### src/rtl/sbi_pkg.sv
package sbi_pkg;
  parameter int DW      = 8;
  parameter int HW      = 8;
  parameter int BW      = 3;
  parameter int CPU_AW  = DW + HW;
  parameter int SAW     = CPU_AW + BW;
  parameter logic [CPU_AW-1:0] BANK_REG_ADDR = {CPU_AW{1'b1}};

  typedef struct packed {
    logic rd;
    logic wr;
  } strobe_t;

  function automatic logic [SAW-1:0] join_addr(input logic [BW-1:0] bank,
                                               input logic [HW-1:0] hi,
                                               input logic [DW-1:0] lo);
    return {bank, hi, lo};
  endfunction

  function automatic logic hits_bank_reg(input logic [HW-1:0] hi,
                                         input logic [DW-1:0] lo);
    return {hi, lo} == BANK_REG_ADDR;
  endfunction
endpackage

### src/rtl/sbi_addr_latch.sv
module sbi_addr_latch #(
  parameter int DW = sbi_pkg::DW
) (
  input  logic          clk,
  input  logic          rst_n,
  input  logic          ale,
  input  logic [DW-1:0] ad_i,
  output logic [DW-1:0] lo_o
);
  logic [DW-1:0] held_q;

  always_ff @(posedge clk or negedge rst_n) begin
    if (!rst_n)   held_q <= '0;
    else if (ale) held_q <= ad_i;
  end

  assign lo_o = ale ? ad_i : held_q;


  lo_hold_chk: assert property (@(posedge clk) disable iff (!rst_n)
    (!ale && !$past(ale)) |-> $stable(lo_o));
endmodule

### src/rtl/sbi_bank_reg.sv
module sbi_bank_reg #(
  parameter int BW = sbi_pkg::BW
) (
  input  logic          clk,
  input  logic          rst_n,
  input  logic          wr_en,
  input  logic [BW-1:0] din,
  output logic [BW-1:0] bank_o
);
  always_ff @(posedge clk or negedge rst_n) begin
    if (!rst_n)     bank_o <= '0;
    else if (wr_en) bank_o <= din;
  end


  bank_stable_chk: assert property (@(posedge clk) disable iff (!rst_n)
    !$past(wr_en) |-> $stable(bank_o));
endmodule

### src/rtl/sbi_strobe_gen.sv
module sbi_strobe_gen (
  input  logic clk,
  input  logic rst_n,
  input  logic rd_n,
  input  logic wr_n,
  input  logic reg_hit,
  output logic reg_wr,
  output logic sram_ce_n,
  output logic sram_oe_n,
  output logic sram_we_n
);
  import sbi_pkg::*;

  strobe_t req;
  logic    win;
  logic    rd_go;
  logic    wr_go;

  always_comb begin
    req.rd = !rd_n && rst_n;
    req.wr = !wr_n && rst_n;
    win    = !reg_hit;
    rd_go  = req.rd && !req.wr && win;
    wr_go  = req.wr && !req.rd && win;
    reg_wr = req.wr && !req.rd && reg_hit;
  end

  assign sram_oe_n = !rd_go;
  assign sram_we_n = !wr_go;
  assign sram_ce_n = !(rd_go || wr_go);


  oe_we_excl_chk: assert property (@(posedge clk) disable iff (!rst_n)
    !sram_oe_n |-> sram_we_n);

  ce_idle_chk: assert property (@(posedge clk) disable iff (!rst_n)
    (rd_n && wr_n) |-> sram_ce_n);

  reg_wr_quiet_chk: assert property (@(posedge clk) disable iff (!rst_n)
    reg_wr |-> (sram_ce_n && sram_oe_n && sram_we_n));

  we_needs_wr_chk: assert property (@(posedge clk) disable iff (!rst_n)
    !sram_we_n |-> (!wr_n && rd_n));
endmodule

### src/rtl/banked_sram_if.sv
module banked_sram_if #(
  parameter int DW  = sbi_pkg::DW,
  parameter int HW  = sbi_pkg::HW,
  parameter int BW  = sbi_pkg::BW,
  localparam int SAW = DW + HW + BW
) (
  input  logic           clk,
  input  logic           rst_n,
  input  logic           ale,
  input  logic [DW-1:0]  ad_i,
  input  logic [HW-1:0]  addr_hi_i,
  input  logic           rd_n,
  input  logic           wr_n,
  output logic [SAW-1:0] sram_addr,
  output logic           sram_ce_n,
  output logic           sram_oe_n,
  output logic           sram_we_n
);
  import sbi_pkg::*;

  logic [DW-1:0] lo_byte;
  logic [BW-1:0] bank;
  logic          reg_hit;
  logic          reg_wr;

  sbi_addr_latch #(.DW(DW)) u_latch (
    .clk(clk), .rst_n(rst_n), .ale(ale), .ad_i(ad_i), .lo_o(lo_byte)
  );

  assign reg_hit = hits_bank_reg(addr_hi_i, lo_byte);

  sbi_strobe_gen u_strobe (
    .clk(clk), .rst_n(rst_n), .rd_n(rd_n), .wr_n(wr_n), .reg_hit(reg_hit),
    .reg_wr(reg_wr), .sram_ce_n(sram_ce_n), .sram_oe_n(sram_oe_n),
    .sram_we_n(sram_we_n)
  );

  sbi_bank_reg #(.BW(BW)) u_bank (
    .clk(clk), .rst_n(rst_n), .wr_en(reg_wr), .din(ad_i[BW-1:0]), .bank_o(bank)
  );

  assign sram_addr = join_addr(bank, addr_hi_i, lo_byte);


  bank_bits_chk: assert property (@(posedge clk) disable iff (!rst_n)
    $past(reg_wr) |-> (sram_addr[SAW-1:SAW-BW] == $past(ad_i[BW-1:0])));
endmodule

### config.mk
export PLATFORM = sky130hd
export DESIGN_NAME = banked_sram_if
export DESIGN_NICKNAME = d
export VERILOG_FILES = /design/src/rtl/sbi_pkg.sv /design/src/rtl/sbi_addr_latch.sv /design/src/rtl/sbi_bank_reg.sv /design/src/rtl/sbi_strobe_gen.sv /design/src/rtl/banked_sram_if.sv
export SDC_FILE = /design/constraint.sdc
export NUM_CORES = 1
export LEC_CHECK = 0
export ABC_AREA = 1
export BUFFER_PORTS_ARGS = -buffer_cell sky130_fd_sc_hd__buf_2
export CAP_MARGIN = 20
export CORE_ASPECT_RATIO = 1.4
export CORE_MARGIN = 2
export CORE_UTILIZATION = 30
export DETAILED_ROUTE_END_ITERATION = 16
export HOLD_SLACK_MARGIN = 0.03
export SLEW_MARGIN = 30
export SYNTH_ARGS = -nofsm -noshare
export SYNTH_HDL_FRONTEND = slang
export SYNTH_SLANG_ARGS = --single-unit
### constraint.sdc
create_clock -name clk -period 3.2 [get_ports clk]
set_input_delay 0.64 -clock clk [delete_from_list [all_inputs] [get_ports clk]]
set_output_delay 0.64 -clock clk [all_outputs]
set_load 0.1 [all_outputs]
==> results by stage, run 1 <==
Outcome:
- The run finished with clean final reports.

Logic synthesis:
- For this run, the number of Yosys warnings is 0.
- The mean post-synth cell area is between 7 and 8 um^2.
- The commonest cells after synthesis are sky130_fd_sc_hd__nand2_1, sky130_fd_sc_hd__dfrtp_1, sky130_fd_sc_hd__inv_1, sky130_fd_sc_hd__buf_4, sky130_fd_sc_hd__nand2_2.
- By area the synthesized netlist is led by sky130_fd_sc_hd__dfrtp_1, sky130_fd_sc_hd__nand2_1, sky130_fd_sc_hd__buf_4, sky130_fd_sc_hd__nand2_2, sky130_fd_sc_hd__inv_1.
- The biggest area consumer among synthesized cells is sky130_fd_sc_hd__dfrtp_1.
- Synthesis inferred 11 register bits.
- The number of standard cells after synthesis is 96.
- Summed over its instances, the top area cell type makes up 38.2% of the synthesized netlist area.
- The share of the Yosys chip area taken by registers is 38.2%.
- Synthesis produced a netlist with a net count of between 100 and 150.
- The number of flops mapped to enable cells by yosys is 0.
- Counting flops with an async set or reset pin after synthesis yields a share of 100%.
- The total standard cell area after synthesis is 721 um^2.
- The most frequent cell after synthesis is sky130_fd_sc_hd__nand2_1.
- The main flop type after synthesis is sky130_fd_sc_hd__dfrtp_1.
- The number of different library cells in the post-synthesis netlist is 16.

Finish:
- The filler cells instantiated in the layout total 261.
- The antenna diode instance count is 0.
- The final-stage net count is 154.
- Cells fill approximately two fifths of the core in the end.
- Relative to the synthesized area, the layout overhead comes to 26.6%.
- The fraction of layout instances using a drive strength above 1 is 46.2%.
- The final non-filler cell area is 912 um^2.

Critical path:
- The element type at the critical path start is a primary input.
- On the critical path the largest part of the delay comes from buffers and inverters.
- The category of the worst setup path capture point is an output pin.
- The data required time of the critical path is approximately 2.6 ns.
- The largest stage delay on the critical path is 0.43 ns.
- At the worst endpoint, the arrival time is 2.05 ns.
- The number of buffers and inverters on the critical path is 3.
- The highest net fanout along the worst path is 11.
- The path type of the worst setup path is in -> out.
- In this design, the critical path's most frequently occurring cell is sky130_fd_sc_hd__nand2_1.
- The signal on the critical path passes through buf_2 > inv_2 > nand2_1 > nand2_1 > nor2_1 > nand2_1 > nor2_4 > nand2_2 > o21ai_1 > buf_2.
- The reg-to-reg critical path startpoint is u_latch.held_q[6].
- The master of the slowest instance on the critical path is sky130_fd_sc_hd__buf_2.
- The most critical setup path has its startpoint at ale.

Global routing:
- In the global route stage, overall resource usage came out at 11.9%.
- Global routing finished with a remaining overflow of 0.
- The via count of the first global-routing pass came to between 600 and 700.
- The wire length of the first global-routing pass is 2.32 mm.
- The initial antenna violation count is 0.
- The maximum number of pins on one net before global-route repair is 14.

Timing:
- The number of hold violations in the final report came to 0.
- The routed design could run at a clock period as short as around 2.7 ns.
- The final-report max-slew violation count came to 0.
- The final count of negative-setup-slack endpoints is 0.
- Across the routed clock network, the largest skew measured is 0.00345 ns.
- The max-slew headroom at the worst pin is approximately 68%.
- For this run, the top clock speed supported by timing is 372 MHz.
- In the final timing run, aggregate negative setup slack is 0 ns.
- Hold timing on the final database bottoms out at a slack of 0.244 ns.
- The share of the cycle needed by the critical path after routing is 84.1%.
- Setup repair after global routing left no endpoint under its margin.
- For the pin with the worst max-slew slack, the measured transition is 0.488 ns.

Drt:
- Across all layers, the routed design uses approximately 700 vias.
- Once detail routing completed, the nets flagged for antenna violations numbered 0.
- The wire length per cell is between 10 and 15 um.
- The detailed-routing iteration count for the pre-antenna-repair pass is 4.
- The sum of routed wire length over all layers is 1.55 mm.
- The via density per instance is 4.51.
- The initial DRC count is 5.
- In the routed design, unresolved DRC markers number 0.

Power and ir drop:
- The worst ir drop on vdd is 0.000194 V.
- The power density over the cells is 480 nW/um^2.
- For this design the static power due to leakage is ~0.57 nW.

Floorplanning:
- The placement row count is 21.
- The die area is 2820 um^2.
- Pin placement for this block handled 43 I/O pins.
- The die span in y is 62.0 um.
- The initial core utilization is 30.8%.
- The horizontal die dimension is between 40 and 50 um.
- The core region is 2340 um^2.

Clock tree:
- The buffer cell driving the clock tree root is sky130_fd_sc_hd__clkbuf_4.
- The clock drives 11 sinks.
- CTS built an H-tree with a depth of 1.
- The later pin in the worst-skew pair is clocked with a latency of between 0.2 and 0.3 ns.
- The total CTS buffers is 3.
- The clock tree from TritonCTS is built.
- The number of buffers inserted for hold repair after clock tree synthesis is 0.
- The post-cts resize count is 0.
- The buffer depth of the longest clock path is 2.
- The clock input transition at the sequential cells of the worst setup and hold paths is 0.07 ns.
- The number of buffers inserted to repair setup after CTS is 0.

Run:
- Across the run, the number of max-cap violations was 0.

Place:
- The count of buffers added on input and output ports is 42.
- The congestion estimate from routability-driven global placement came to 0.716.
- The placed instance area is 885 um^2.
- Detailed placement finished with a half-perimeter wire length of 1.37 mm.

Min path:
- The worst hold-check path type is in -> async.
[where the power goes]
part / total (W) / switching (W) / internal, W
logic: 0.000196 / 0.000164 / 0.0000326
registers: 0.000151 / 0.00000297 / 0.000148
clock network: 0.0000910 / 0.0000448 / 0.0000462
total: 0.000438 / 0.000212 / 0.000227
[kinds of logic (layout without fill, tap and decap cells)]
| group | count (synthesis) | in the layout | share of synthesized area, % |
|---|---|---|---|
| AO/OA/AOI/OAI | 1 | 1 | 0.694 |
| AND/OR/NAND/NOR | 63 | 63 | 45.0 |
| buffers and inverters | 21 | 57 | 16.1 |
| flip-flops | 11 | 11 | 38.2 |
[final timing paths]
path	slack, ns	cells after the start	to
min in group clk	0.47	2	u_bank.bank_o[0]
min	0.24	1	u_latch.held_q[5]
max reg2reg	2.14	7	u_bank.bank_o[1]
max	0.51	10	sram_ce_n
min reg2reg	0.47	2	u_bank.bank_o[0]
max in group asynchronous	2.73	1	u_bank.bank_o[2]
[layer usage]
metal  global-route usage, %  vias to the layer above  wire length [um]
met5                       0                        -                 0
met4                    10.1                        0                46
met3                   0.867                        6               100
met2                    21.9                       29               857
met1                    11.6                      312               546
li1                        -                      352                 -
[sequential cells by signal, summed over array words and instances (netlist names)]
signal and cells:
u_bank.bank_o 3, u_latch.held_q 8
[cell usage in the layout (no fill, tap or decap)]
cell / Yosys / routed
sky130_fd_sc_hd__nand4_1: 3 / 3
sky130_fd_sc_hd__and3b_1: 1 / 1
sky130_fd_sc_hd__nor2_4: 1 / 1
sky130_fd_sc_hd__dfrtp_1: 11 / 11
sky130_fd_sc_hd__clkinv_2: 0 / 1
sky130_fd_sc_hd__nand2_2: 8 / 8
sky130_fd_sc_hd__nor2_8: 1 / 1
sky130_fd_sc_hd__inv_1: 10 / 10
sky130_fd_sc_hd__clkbuf_4: 0 / 3
sky130_fd_sc_hd__nor2_1: 7 / 7
sky130_fd_sc_hd__nand4_2: 1 / 1
sky130_fd_sc_hd__inv_2: 1 / 1
sky130_fd_sc_hd__o21ai_1: 0 / 1
sky130_fd_sc_hd__buf_2: 0 / 42
sky130_fd_sc_hd__nand2_1: 38 / 38
sky130_fd_sc_hd__nand2_4: 3 / 3
[final cells by class]
| type | instances | area [um^2] | area share (%) |
|---|---|---|---|
| tap | 23 | 28.8 | 3.16 |
| sequential | 11 | 275 | 30.2 |
| timing repair buffer | 42 | 210 | 23.0 |
| clock buffer | 3 | 22.5 | 2.47 |
| multi-input combinational | 64 | 329 | 36.1 |
| inverter | 11 | 41.3 | 4.53 |
| clock inverter | 1 | 5.00 | 0.549 |
[stage by stage]
step | total power, W | setup WS (ns) | std cells
6_report | 0.000438 | 0.508 | 155
3_3_place_gp | 0.000350 | 0.557 | 151
4_1_cts | 0.000446 | 0.501 | 155
2_1_floorplan | 0.000321 | 0.0266 | 96
3_5_place_dp | 0.000351 | 0.506 | 151
5_1_grt | 0.000462 | 0.355 | 155
No activity file was read; power rests on OpenSTA's default activity.
==> run 2: changes to the inputs <==
Clock period 3.2 ns to 2.56 ns, I/O delays scaled along.
==> results by stage, run 2 (synthesized netlist as in run 1, its figures left out) <==
Finish:
- The register with the most flip-flops in the layout has 8 of them.
- The final non-filler cell area is between 900 and 1000 um^2.
- Leaving out fill and tap cells, the most frequent cell in the layout is sky130_fd_sc_hd__buf_2.
- The final core area utilization is approximately two fifths.
- The largest register by flop count is u_latch.held_q.
- In the layout the commonest cells are sky130_fd_sc_hd__buf_2, sky130_fd_sc_hd__nand2_1, sky130_fd_sc_hd__dfrtp_1.
- The net count of the finished layout is about 160.
- The fraction of layout instances using a drive strength above 1 is between 40% and 50%.
- Relative to the synthesized area, the layout overhead comes to 34.4%.
- The antenna diode instance count is 0.
- In the final layout, the registers with the most flip-flops are u_latch.held_q: 8 flops, u_bank.bank_o: 3 flops.

Outcome:
- The flow ran to the end, and the final reports show no timing, DRC or antenna violations.

Place:
- The count of input and output buffers is between 40 and 50.
- Detailed placement finished with a half-perimeter wire length of 1.36 mm.
- Before CTS, the worst setup slack after placement is 0.349 ns.
- Routability-driven placement finished with a final weighted congestion of 0.742.
- The placed instance area is around 940 um^2.

Timing:
- The actual transition at the worst max-transition pin is 0.485 ns.
- The time the final worst path needs with I/O delays and setup is between 2 and 2.5 ns.
- Headroom to the max-slew limit came out at 67.9%.
- The maximum achievable frequency is approximately 450 MHz.
- The setup slack after layout is about 0.34 ns.
- The final count of negative-setup-slack endpoints is 0.
- The number of hold violations in the final report is 0.
- Setup repair after global routing left no endpoint under its margin.
- The final-report max-slew violation count is 0.
- The share of the cycle needed by the critical path after routing is 86.7%.
- The worst clock skew on the final layout is roughly 0.0040 ns.
- The worst hold slack after final layout is between 0.2 and 0.25 ns.

Clock tree:
- TritonCTS built the clock tree.
- Counting the buffers created by CTS gives 3.
- After clock tree synthesis, the clock-pin slew on the worst setup and hold paths is 0.07 ns.
- No sink is reached through more buffers than the 2 on the longest clock path.
- Gates resized during post-CTS repair numbered 0.
- The insertion delay to the later sink of the worst-skew pair is 0.26 ns.
- The CTS H-tree depth is 1.
- The number of buffers inserted to repair setup after CTS is 0.
- The clock net in this run drives a total of 11 sinks.
- The buffer cell driving the clock tree root is sky130_fd_sc_hd__clkbuf_4.
- The number of buffers inserted for hold repair after clock tree synthesis is 0.

Floorplanning:
- The floorplan has 21 rows.
- During I/O placement, the number of pins put on the boundary was 43.
- From left edge to right edge, the die measures approximately 45 um.
- The floorplan step set the die height to 62.0 um.
- For this configuration, the core starts out at a cell density of roughly 31%.
- The floorplan core area is between 2000 and 2500 um^2.
- The floorplan step defined a die boundary enclosing 2820 um^2.

Drt:
- The wire length per cell is 10.1 um.
- The detailed-routing iteration count for the pre-antenna-repair pass is 3.
- After detailed routing, the total wire length is around 1.6 mm.
- The detailed router finished its first iteration with 10 violations.
- Across all layers, the routed design uses 703 vias.
- The detail route stage leaves a number of antenna-violating nets equal to 0.
- For this run, design rule violations remaining after detail routing come to 0.
- After detailed routing, the number of vias per cell comes to between 4 and 5.

Global routing:
- The initial antenna violation count is 0.
- The via count of the first global-routing pass is 605.
- The global route total overflow is 0.
- The maximum number of pins on one net before global-route repair is 12.
- The first global-routing pass estimated 2.36 mm of wire.
- Across every metal layer, demand over resource in global routing totals 12.1%.

Critical path:
- The critical path is of the in -> out type.
- At the worst endpoint, the required time is between 2 and 2.5 ns.
- For the worst setup path, the data arrival time is between 1.5 and 2 ns.
- The worst register-to-register path has a depth of 7.
- The element type at the critical path start is a primary input.
- The setup check on the worst reg-to-reg path leaves a slack of 1.49 ns.
- The category of the worst setup path capture point is an output pin.
- Of all nets on the critical path, the largest fanout is 11.

Power and ir drop:
- The worst ir drop on vdd is 0.000294 V.
- The power density over the cells is 578 nW/um^2.
- The design draws 0.000559 W.
- The leakage component of the power is 0.599 nW.

Run:
- The tool flagged a number of max-cap violations equal to 0.

Min path:
- The worst hold-check path type is in -> async.
[run 2: metal layers]
layer / vias to the layer above / share of wire (%) / GRT usage (%) / wire, um
li1: 355 / - / - / -
met1: 319 / 36 / 11.4 / 570
met5: - / 0 / 0 / 0
met3: 2 / 6.4 / 1.73 / 101
met4: 0 / 2.3 / 8.82 / 36
met2: 27 / 55 / 22.7 / 858
[run 2: metrics by stage]
step                      std cells  TNS, ns
after floorplan                  96   -0.171
after global placement          152        0
after detailed placement        152        0
after CTS                       156        0
after global routing            156        0
final                           156        0
[run 2: final cells by class]
| type | instances | area (um^2) |
|---|---|---|
| Fill cell | 236 | 1370 |
| Multi-Input combinational cell | 64 | 333 |
| Sequential cell | 11 | 275 |
| Timing Repair Buffer | 43 | 263 |
| Inverter | 11 | 41.3 |
| Tap cell | 23 | 28.8 |
| Clock buffer | 3 | 22.5 |
| Clock inverter | 1 | 5.00 |
[run 2: critical path: stages]
cell and delay (ns):
sky130_fd_sc_hd__buf_2 0.22, sky130_fd_sc_hd__inv_2 0.13, sky130_fd_sc_hd__nand2_1 0.08, sky130_fd_sc_hd__nand2_1 0.07
sky130_fd_sc_hd__nor2_1 0.10, sky130_fd_sc_hd__nand2_1 0.09, sky130_fd_sc_hd__nor2_4 0.13, sky130_fd_sc_hd__nand2_2 0.08
sky130_fd_sc_hd__nand2_1 0.11, sky130_fd_sc_hd__buf_12 0.18
[run 2: final timing paths]
check / startpoint / endpoint
max reg2reg: u_latch.held_q[1] / u_bank.bank_o[2]
min reg2reg: u_bank.bank_o[1] / u_bank.bank_o[1]
max: ale / sram_oe_n
min: rst_n / u_latch.held_q[5]
min in group clk: u_bank.bank_o[1] / u_bank.bank_o[1]
max in group asynchronous: rst_n / u_bank.bank_o[2]
[run 2: power breakdown]
part           total, W  internal (W)  switching, W
Sequential     0.000188      0.000185    0.00000356
Clock          0.000115     0.0000577     0.0000576
Combinational  0.000256     0.0000492      0.000207
==> run 3: changes to the inputs <==
--- a/constraint.sdc
+++ b/constraint.sdc
@@ -3,2 +3,2 @@
 set_output_delay 0.512 -clock clk [all_outputs]
-set_load 0.1 [all_outputs]
+set_load 0.02 [all_outputs]
==> results by stage, run 3 (synthesized netlist as in run 1, its figures left out) <==
Outcome:
- The run finished with clean final reports.

Timing:
- Measured against its own limit, the worst slew margin works out to between 80% and 90%.
- The time the final worst path needs with I/O delays and setup is approximately 2.2 ns.
- On the final layout, the worst hold slack is around 0.11 ns.
- The actual transition at the worst max-transition pin is ~0.29 ns.
- The maximum achievable frequency is 460 MHz.
- The setup slack after layout is 0.387 ns.
- Setup repair after global routing left no endpoint under its margin.
- The post-route setup TNS is 0 ns.
- The share of the cycle needed by the critical path after routing is 84.9%.
- Across the routed clock network, the largest skew measured is 0.00110 ns.
- The final-report max-slew violation count came to 0.
- The final count of negative-setup-slack endpoints is 0.
- The number of hold violations in the final report is 0.

Clock tree:
- The clock input transition at the sequential cells of the worst setup and hold paths is 0.07 ns.
- The tree is rooted in a sky130_fd_sc_hd__clkbuf_4.
- CTS built an H-tree with a depth of 1.
- The insertion delay to the later sink of the worst-skew pair is 0.27 ns.
- The number of gates resized after CTS was 0.
- The CTS sink count is 11.
- The total CTS buffers is 3.
- The number of setup buffers added after CTS is 0.
- The number of hold buffers added after CTS was 0.
- The clock tree from TritonCTS is built.
- The clock passes through at most 2 buffers.

Critical path:
- The kind of cell adding the most delay to the critical path is simple AND/OR/NAND/NOR gates.
- By instance count, the cell type seen most on the critical path is sky130_fd_sc_hd__nand2_1.
- The worst setup path is launched from a primary input.
- The master of the slowest instance on the critical path is sky130_fd_sc_hd__buf_2.
- Walking the worst path, the cells encountered are buf_2 > inv_2 > nand2_1 > nand2_1 > nor2_1 > nand2_1 > nor2_4 > nand2_2 > o21ai_0 > buf_2.
- The worst path arrival time is 1.66 ns.
- The worst setup path is captured at an output pin.
- Of all nets on the critical path, the largest fanout is 11.
- The count of buffer and inverter cells on the critical path is 3.
- The critical path is of the in -> out type.
- The data required time of the critical path is about 2 ns.
- The largest stage delay on the critical path is 0.21 ns.

Drt:
- The routed design uses about 860 um of met2 wire.
- The sum of routed wire segments on met1 is 627 um.
- The wire length per cell is 10.6 um.
- In this run, the number of DRC markers left after iteration 0 of detailed routing was 7.
- The detailed-routing iteration count for the pre-antenna-repair pass is 4.
- The sum of routed wire length over all layers is 1.64 mm.
- Detailed routing placed a total of 132 um of wire on met3.
- Using the TritonRoute via totals, the vias-per-cell ratio works out to between 4 and 5.
- In this run the top signal layer used is met4.
- The number of antenna-violating nets in the routed design is 0.
- After detailed routing, the number of remaining DRC violations is 0.
- The via count is approximately 670.

Place:
- Detailed placement finished with a half-perimeter wire length of 1.38 mm.
- The congestion estimate from routability-driven global placement came to roughly 0.75.
- The number of placed cells counting well taps is roughly 150.
- The worst-case setup slack after placement is slightly below 0.4 ns.
- The count of input and output buffers is 42.

Floorplanning:
- The count of pins on the block boundary is 43.
- The floorplan step defined a die boundary enclosing 2820 um^2.
- In this run the horizontal extent of the chip is 45.4 um.
- Once the floorplan was initialized, standard cells occupied 30.8% of the core.
- After floorplanning, the core was divided into 21 placement rows.
- The floorplan core area is 2340 um^2.
- The floorplan step set the die height to 62.0 um.

Finish:
- The final-stage net count is 154.
- The sequential standard cell area is approximately 280 um^2.
- The filler cells instantiated in the layout total 274.
- The largest registers in the layout are u_latch.held_q: 8 flops, u_bank.bank_o: 3 flops.
- Counting flops per register, the top entry is u_latch.held_q.
- The area used by multi-input combinational logic is 329 um^2.
- The number of flip-flops in the largest register is 8.
- The top cell types in the final layout, fill and taps aside, are sky130_fd_sc_hd__buf_2, sky130_fd_sc_hd__nand2_1, sky130_fd_sc_hd__dfrtp_1.
- The fraction of layout instances using a drive strength above 1 is 45.5%.
- The area growth from synthesis to layout is 26.4%.
- Leaving out fill and tap cells, the most frequent cell in the layout is sky130_fd_sc_hd__buf_2.
- Once layout is complete, the utilization of the core stands at between 30% and 40%.
- The antenna diode instance count is 0.
- The count of non-filler cells in the finished layout is 155.

Run:
- The total of max-cap violations is 0.

Min path:
- The worst hold-check path type is in -> async.

Power and ir drop:
- The worst ir drop on vdd is 0.000213 V.
- The analysis attributes to cell leakage a power of 0.568 nW.
- Dividing total power by cell area gives a power density of 471 nW/um^2.

Global routing:
- The initial antenna violation count is 0.
- The wire length of the first global-routing pass is 2.76 mm.
- The global route total overflow is 0.
- The maximum number of pins on one net before global-route repair is 14.
- For this run, the total global-route usage over all layers was measured as between 10 and 15%.
- The via count of the first global-routing pass is 657.
[run 3: final timing paths]
kind	from	endpoint	slack [ns]	cells past startpoint
max	ale	sram_ce_n	0.39	10
min	rst_n	u_latch.held_q[4]	0.11	1
max reg2reg	u_latch.held_q[6]	u_bank.bank_o[0]	1.50	7
min reg2reg	u_bank.bank_o[1]	u_bank.bank_o[1]	0.47	2
max in group asynchronous	rst_n	u_bank.bank_o[0]	2.23	1
min in group clk	u_bank.bank_o[1]	u_bank.bank_o[1]	0.47	2
[run 3: metrics by stage]
stage	instance area, um^2	power (W)
floorplan	721	0.000276
global placement	885	0.000312
detailed placement	885	0.000314
CTS	911	0.000437
global route	911	0.000458
finish	911	0.000429
[run 3: layer usage]
metal  up-vias  GRT usage (%)
li1        351              -
met1       283           14.6
met2        33           24.9
met3         4           2.89
met4         0           8.82
met5         -              0
[run 3: worst reg2reg max path, stage by stage, from the launching register on]
cell and delay [ns]:
sky130_fd_sc_hd__dfrtp_1 0.36, sky130_fd_sc_hd__nand2_1 0.06, sky130_fd_sc_hd__nand2_1 0.10, sky130_fd_sc_hd__nand2_1 0.08
sky130_fd_sc_hd__nor2_1 0.12, sky130_fd_sc_hd__nand4_2 0.13, sky130_fd_sc_hd__nand2_1 0.08, sky130_fd_sc_hd__nand2_1 0.05
[run 3: report_power, final]
group	total (W)	switching, W	internal, W
registers	0.000189	0.00000410	0.000185
logic	0.000120	0.0000796	0.0000409
clock network	0.000119	0.0000590	0.0000604
total	0.000429	0.000143	0.000286
[run 3: cell type report]
type,instances,share of cell area (%)
repair buffers,42,23.1
flip-flops and latches,11,30.2
inverters,11,4.53
well taps,23,3.16
clock buffers,4,2.88
multi-input cells,64,36.1
